===== src/rtl/pgc_pkg.sv =====
package pgc_pkg;
  localparam logic [7:0] OFS_TOGGLE = 8'h30;
  localparam logic [7:0] OFS_CLAMP  = 8'h34;
  localparam logic [7:0] OFS_STATUS = 8'h38;
  localparam int         START_BIT  = 8;

  // write-data bit that releases partition n
  function automatic int clamp_src_bit(int n, int a, int b);
    if (n == a) return b;
    if (n == b) return a;
    return n;
  endfunction
endpackage


===== src/rtl/pgc_bus_decode.sv =====
module pgc_bus_decode import pgc_pkg::*; #(
  parameter int NP     = 32,
  parameter int AW     = 8,
  parameter int DW     = 32,
  parameter int SWAP_A = 2,
  parameter int SWAP_B = 3,
  localparam int IDX_W = (NP > 1) ? $clog2(NP) : 1
) (
  input  logic             req_i,
  input  logic             we_i,
  input  logic [AW-1:0]    addr_i,
  input  logic [DW-1:0]    wdata_i,
  input  logic             busy_i,
  input  logic [NP-1:0]    status_i,
  output logic             tog_ok_o,
  output logic             tog_drop_o,
  output logic [IDX_W-1:0] tog_idx_o,
  output logic [NP-1:0]    rel_o,
  output logic [DW-1:0]    rdata_o
);
  logic wr, tog_cmd, clamp_wr, rd_stat;

  assign wr       = req_i && we_i;
  assign tog_cmd  = wr && (addr_i == AW'(OFS_TOGGLE)) && wdata_i[START_BIT];
  assign clamp_wr = wr && (addr_i == AW'(OFS_CLAMP));
  assign rd_stat  = req_i && !we_i && (addr_i == AW'(OFS_STATUS));

  assign tog_ok_o   = tog_cmd && !busy_i;
  assign tog_drop_o = tog_cmd && busy_i;
  assign tog_idx_o  = wdata_i[IDX_W-1:0];

  for (genvar n = 0; n < NP; n++) begin : g_rel
    localparam int SRC = clamp_src_bit(n, SWAP_A, SWAP_B);
    assign rel_o[n] = clamp_wr && wdata_i[SRC];
  end

  always_comb begin
    rdata_o = '0;
    if (rd_stat) rdata_o[NP-1:0] = status_i;
  end
endmodule


===== src/rtl/pgc_settle.sv =====
module pgc_settle #(
  parameter int SETTLE = 25,
  localparam int CW = (SETTLE > 1) ? $clog2(SETTLE) : 1
) (
  input  logic clk_i,
  input  logic rst_ni,
  input  logic start_i,
  output logic busy_o,
  output logic done_o
);
  logic [CW-1:0] cnt_q;
  logic          busy_q;

  assign busy_o = busy_q;
  assign done_o = busy_q && (cnt_q == '0);

  always_ff @(posedge clk_i or negedge rst_ni) begin
    if (!rst_ni) begin
      busy_q <= 1'b0;
      cnt_q  <= '0;
    end else if (start_i) begin
      busy_q <= 1'b1;
      cnt_q  <= CW'(SETTLE - 1);
    end else if (done_o) begin
      busy_q <= 1'b0;
    end else if (busy_q) begin
      cnt_q <= cnt_q - 1'b1;
    end
  end

  assert_no_restart_R4: assert property (@(posedge clk_i) disable iff (!rst_ni)
    start_i |-> !busy_q);
  assert_done_ends_R3: assert property (@(posedge clk_i) disable iff (!rst_ni)
    done_o |=> !busy_q);
endmodule


===== src/rtl/pgc_partition.sv =====
module pgc_partition (
  input  logic clk_i,
  input  logic rst_ni,
  input  logic tog_i,
  input  logic done_i,
  input  logic rel_i,
  output logic pwr_en_o,
  output logic status_o,
  output logic clamp_o
);
  logic pwr_en_q, status_q, clamp_q;

  assign pwr_en_o = pwr_en_q;
  assign status_o = status_q;
  assign clamp_o  = clamp_q;

  always_ff @(posedge clk_i or negedge rst_ni) begin
    if (!rst_ni) begin
      pwr_en_q <= 1'b0;
      status_q <= 1'b0;
      clamp_q  <= 1'b1;
    end else begin
      if (tog_i) begin
        pwr_en_q <= !pwr_en_q;
        if (pwr_en_q) clamp_q <= 1'b1;   // switching off: re-clamp
      end else if (rel_i && pwr_en_q) begin
        clamp_q <= 1'b0;
      end
      if (done_i) status_q <= pwr_en_q;
    end
  end

  assert_clamp_while_off_R7: assert property (@(posedge clk_i) disable iff (!rst_ni)
    !pwr_en_q |-> clamp_q);
  assert_pwr_only_on_toggle_R2: assert property (@(posedge clk_i) disable iff (!rst_ni)
    !tog_i |=> $stable(pwr_en_q));
  assert_status_only_on_done_R3: assert property (@(posedge clk_i) disable iff (!rst_ni)
    !done_i |=> $stable(status_q));
endmodule


===== src/rtl/pwr_part_gate_ctrl.sv =====
module pwr_part_gate_ctrl #(
  parameter int NP     = 32,
  parameter int SETTLE = 25,
  parameter int SWAP_A = 2,
  parameter int SWAP_B = 3,
  parameter int AW     = 8,
  parameter int DW     = 32,
  localparam int IDX_W = (NP > 1) ? $clog2(NP) : 1
) (
  input  logic          clk_i,
  input  logic          rst_ni,
  input  logic          req_i,
  input  logic          we_i,
  input  logic [AW-1:0] addr_i,
  input  logic [DW-1:0] wdata_i,
  output logic [DW-1:0] rdata_o,
  output logic [NP-1:0] pwr_en_o,
  output logic [NP-1:0] clamp_o,
  output logic          err_o
);
  logic             tog_ok, tog_drop, busy, done;
  logic [IDX_W-1:0] tog_idx, idx_q;
  logic [NP-1:0]    rel, status;
  logic             err_q;

  pgc_bus_decode #(.NP(NP), .AW(AW), .DW(DW), .SWAP_A(SWAP_A), .SWAP_B(SWAP_B)) u_dec (
    .req_i(req_i), .we_i(we_i), .addr_i(addr_i), .wdata_i(wdata_i),
    .busy_i(busy), .status_i(status),
    .tog_ok_o(tog_ok), .tog_drop_o(tog_drop), .tog_idx_o(tog_idx),
    .rel_o(rel), .rdata_o(rdata_o)
  );

  pgc_settle #(.SETTLE(SETTLE)) u_settle (
    .clk_i(clk_i), .rst_ni(rst_ni), .start_i(tog_ok),
    .busy_o(busy), .done_o(done)
  );

  always_ff @(posedge clk_i or negedge rst_ni) begin
    if (!rst_ni) begin
      idx_q <= '0;
      err_q <= 1'b0;
    end else begin
      if (tog_ok)   idx_q <= tog_idx;
      if (tog_drop) err_q <= 1'b1;
    end
  end
  assign err_o = err_q;

  for (genvar i = 0; i < NP; i++) begin : g_part
    pgc_partition u_part (
      .clk_i(clk_i), .rst_ni(rst_ni),
      .tog_i(tog_ok && (tog_idx == IDX_W'(i))),
      .done_i(done && (idx_q == IDX_W'(i))),
      .rel_i(rel[i]),
      .pwr_en_o(pwr_en_o[i]), .status_o(status[i]), .clamp_o(clamp_o[i])
    );
  end

  assert_err_sticky_R4: assert property (@(posedge clk_i) disable iff (!rst_ni)
    err_q |=> err_q);
  assert_accept_or_drop_R4: assert property (@(posedge clk_i) disable iff (!rst_ni)
    $onehot0({tog_ok, tog_drop}));
  assert_one_pwr_change_R2: assert property (@(posedge clk_i) disable iff (!rst_ni)
    $countones(pwr_en_o ^ $past(pwr_en_o)) <= 1);
endmodule


===== config.mk =====
export PLATFORM = sky130hd
export DESIGN_NAME = pwr_part_gate_ctrl
export DESIGN_NICKNAME = d
export VERILOG_FILES = /design/src/rtl/pgc_pkg.sv /design/src/rtl/pgc_bus_decode.sv /design/src/rtl/pgc_settle.sv /design/src/rtl/pgc_partition.sv /design/src/rtl/pwr_part_gate_ctrl.sv
export SDC_FILE = /design/constraint.sdc
export NUM_CORES = 1
export LEC_CHECK = 0
export CAP_MARGIN = 5
export CORE_ASPECT_RATIO = 0.9
export CORE_UTILIZATION = 50
export CTS_CLUSTER_SIZE = 40
export DETAILED_ROUTE_END_ITERATION = 10
export GPL_ROUTABILITY_DRIVEN = 0
export PLACE_DENSITY = 0.81
export SYNTH_ARGS = -nofsm -noshare
export SYNTH_HDL_FRONTEND = slang
export SYNTH_SLANG_ARGS = --single-unit

===== constraint.sdc =====
create_clock -name clk_i -period 5.3 [get_ports clk_i]
set_input_delay 0.53 -clock clk_i [delete_from_list [all_inputs] [get_ports clk_i]]
set_output_delay 0.53 -clock clk_i [all_outputs]
set_load 0.02 [all_outputs]

* Word-level counts from Yosys, hierarchy flattened
Index checks and enable logic that the tools add are counted.
Cells by class: add/sub/neg operators 1, equal/unequal tests 98, muxes and demuxes 102, reduce and logical (&&, ||, !) cells 241
Operators with widths (count):
- $eq A5 B5 Y1 const B | 32
- $logic_and A1 B1 Y1 | 137
- $mux W1 | 98
- $eq A5 B4 Y1 const B | 16
- $reduce_bool A2 Y1 | 34
- $ne A2 B2 Y1 const B | 33
- $reduce_and A2 Y1 | 33
- $eq A5 B3 Y1 const B | 8
- $logic_not A1 Y1 | 34
- $mux W32 | 1
- $eq A8 B6 Y1 const B | 3
- $eq A5 B2 Y1 const B | 4
- $logic_not A5 Y1 | 3
- $mux W5 | 3
- $eq A5 B1 Y1 const B | 2
- $sub A5 B1 Y5 const B | 1
Storage, ports and cells: register bits 108, bits of input ports 44

* Depth between registers and ports, before layout
word-level depth 7, mapped depth 6, gate-level depth less buffers 6

* Modules after synthesis
From an unflattened synthesis, not the netlist that was laid out.
Second synthesis, totals: cells, all modules 532, area total of the unflattened synthesis 5640.4 um^2
Modules (own cells, without submodules):
- pgc_partition | instances 32, cells each 7, area each 108.9 um^2, seq. area each 76.3 um^2
- pgc_bus_decode | instances 1, cells each 171, area each 1157.4 um^2, seq. area each 0.0 um^2
- pwr_part_gate_ctrl | instances 1, cells each 107, area each 690.7 um^2, seq. area each 150.1 um^2
- pgc_settle | instances 1, cells each 30, area each 309.0 um^2, seq. area each 150.1 um^2

* Worst setup path after synthesis
OpenSTA, ideal clock, no wires.
path kind in2out, from input addr_i[7], to output rdata_o[0], arrival 2.193 ns, path slack 2.577 ns, stages on the path 6, path through or4_1 -> buf_2 -> or2_4 -> nor4b_4 -> buf_6 -> and2_1
On the way: word-level cells in the longest chain between the ends 3
Ends and longest elaborated chain:
- from (decl) | line pwr_part_gate_ctrl.sv:14 | input logic [AW-1:0] addr_i,
- $eq A8 B6 Y1 | line pgc_bus_decode.sv:26 | assign rd_stat = req_i && !we_i && (addr_i == AW'(OFS_STATUS));
- $logic_and A1 B1 Y1 | line pgc_bus_decode.sv:26
- $mux W32 | line pgc_bus_decode.sv:39 | if (rd_stat) rdata_o[NP-1:0] = status_i;
- to (decl) | line pwr_part_gate_ctrl.sv:16 | output logic [DW-1:0] rdata_o,
Every way passes these cells.

* Final worst setup path
from input addr_i[7], to output rdata_o[19]
The elaborated chain is that of the path after synthesis.

==> flow_summary.yaml <==
global_route:
  grt_pass1_vias: 4461
  grt_usage_pct: 27.0
  overflow: 0
  antenna_found_initial: 0
  grt_pass1_wl_mm: 23.5
  grt_max_degree: 64
power_and_ir_drop:
  irDropWorstVdd_v: 0.000127
  leakage_nw: 2.79
  power_density_nw_per_um2: 232
  power.total_mw: 1.61
synthesis:
  ys_seq_elements: 108
  synth-simple-area-share_pct: 21.7
  synthAdderAreaFrac_pct: 0.224
  synth_top_family_by_area: "simple AND/OR/NAND/NOR gates"
  synthXorXnorAreaFrac_pct: 5.16
  synth_edf_count: 0
  synth_cell_types: 41
  ys.flop_type: "dfrtp_1"
  syn_area_um2: 5600
  synth.area.mux_share_pct: 5.23
  syn_inst: 575
  async_flop_share_pct: 100
  ys_warn_count: 0
  synth_compound_gate_area_share_pct: 7.15
  ys_seq_area_share_pct: 49.0
  syn_nets: 620
  syn-mean-instance-area_um2: 9.74
layout:
  ff_latch_area_um2: 2740
  multi_input_area_um2: 2210
  drive_gt1_share_pct: 9.88
  final_common_cell: "clkdlybuf4s50_1"
  filler_cell_count: 915
  syn_to_final_growth_pct: 23.7
  mostFrequentLayoutCells: "clkdlybuf4s50_1 (139), nand2_1 (99), dfrtp_1 (76)"
  fin_nets: 688
  antenna_cells: 0
  final_util_pct: 63.8
timing:
  hold_violations: 0
  setup_ws_ps: 1090
  clock.fmax_ghz: 0.238
  rsz0062_at_grt: "false"
  timing.final.crit_period_ps: 4210
  slew_violations: 0
  fin_crit_sh_pct: 79.4
  setup_tns_ps: 0
  finalSetupViolCount: 0
  worst_pin_slew_ps: 1070
  fin_worst_skew_ps: 9.03
  slew_headroom_pct: 28.1
clock_tree:
  h-tree-depth: 3
  postCtsHoldBufs: 0
  clk_latency_ps: 350
  cts_setup_buffers: 0
  cts-root-buf: "clkbuf_16"
  clkTransAtPathRegs_ps: 70
  cts_buffers: 9
  clockBufferDepth: 2
  tritoncts: "yes"
  cts_resized: 0
  cts_sinks: 108
worst_setup_path:
  crit_type: "input port to primary output"
  end_kind: "primary output"
  slowest_stage: "or4_1"
  cp_max_fo: 20
  start_kind: "input port"
  crit_chain: "clkdlybuf4s50_1 -> or4_1 -> or2_4 -> nor4b_4 -> buf_4 -> and2_1 -> clkdlybuf4s50_1"
  crit_required_ps: 4770
  crit_arrival_ps: 3680
  worstPathBufferInverterCount: 3
  critPathLaunch: "addr_i[7]"
  path_delay_family: "simple AND/OR/NAND/NOR gates"
  slowest_delay_ps: 700
  rrSetupSlack_ps: 2910
  rr_startpoint: "u_settle.cnt_q[0]"
  path_common_cell: "clkdlybuf4s50_1"
worst_hold_path:
  worstHoldPathType: "input port to async pin"
floorplan:
  coreArea_um2: 10900
  ios: 141
  start_util_pct: 51.6
  core.rowCount: 36
  die_area_um2: 11600
  die-height_um: 102
  die_w_um: 114
placement:
  portBuffers: 140
  pre_cts_slack_ps: 1050
  hpwlAfterDp_mm: 10.6
routing:
  wl_mm: 14.7
  wl_per_cell_um: 18.4
  vias: 4347
  drtAntennaViolNets: 0
  drt_iter0_drc: 416
  vias_per_cell: 5.43
  drc: 0
  dr.pass1.iters: 5
run:
  maxCapViolCount: 0
outcome:
  status: "finished, final reports clean"
cell usage after synthesis, drive strengths merged (6+ instances only):
| cell type | n | area share (%) |
|---|---|---|
| buf | 75 | 9.9 |
| nand3 | 30 | 2.7 |
| nand4 | 8 | 0.89 |
| mux2 | 26 | 5.2 |
| nor2b | 6 | 0.67 |
| clkbuf | 12 | 0.80 |
| xnor2 | 30 | 4.7 |
| o21ai | 66 | 5.9 |
| dfrtp | 76 | 34 |
| inv | 12 | 0.80 |
| dfstp | 32 | 15 |
| and2 | 37 | 4.1 |
| nand2 | 99 | 6.6 |
| nor2 | 23 | 1.5 |
| o31ai | 6 | 0.80 |
area by class of cell:
cell class	instances	share of cell area [%]
Clock buffer	9	3.25
Clock inverter	7	1.17
Timing Repair Buffer	144	20.6
Inverter	12	0.651
Sequential cell	108	39.6
Tap cell	152	2.75
Multi-Input combinational cell	368	31.9
power by group:
part           switching (mW)  leakage (nW)  internal, mW
combinational          0.0452          1.25        0.0338
sequential            0.00174          1.39         0.826
clock                   0.326         0.152         0.374
total                   0.373          2.79          1.23
registers in the layout, indices dropped and copies added, names as in the netlist:
signal and count:
g_part.u_part.clamp_o 32, g_part.u_part.status_o 32, u_settle.busy_o 1, u_settle.cnt_q 5
err_o 1, idx_q 5, g_part.u_part.pwr_en_o 32
routing by layer:
layer,share of wire (%),track usage (%),wire length (um)
met5,0,0,0
met1,41,33.9,6030
met4,2.6,11.9,382
met2,49,45.6,7230
met3,7.2,5.46,1060
final timing paths:
| path | to | cells after the start |
|---|---|---|
| setup reg to reg | g_part[19].u_part.status_o | 6 |
| hold reg to reg | g_part[11].u_part.status_o | 1 |
| min in group clk_i | g_part[11].u_part.status_o | 1 |
| max in group asynchronous | g_part[5].u_part.pwr_en_o | 2 |
| hold / removal | g_part[28].u_part.pwr_en_o | 1 |
| setup / recovery | rdata_o[19] | 7 |
kinds of logic (layout without fill, tap and decap cells):
logic type               count (synthesis)  in the layout
AO/OA/AOI/OAI                           75             75
XOR/XNOR                                33             33
adder cells (fa/ha/maj)                  1              1
buffers and inverters                   99            172
flip-flops                             108            108
multiplexers                            26             26
AND/OR/NAND/NOR                        233            233
through the flow:
step / instance area [um^2] / instances / hold WS (ps)
5_1_grt: 6920 / 800 / 219
4_1_cts: 6920 / 800 / 203
3_5_place_dp: 6620 / 784 / 467
2_1_floorplan: 5600 / 575 / 234
6_report: 6920 / 800 / 173
3_3_place_gp: 6620 / 784 / 445
Note: power is estimated with default switching activity, not from simulation.
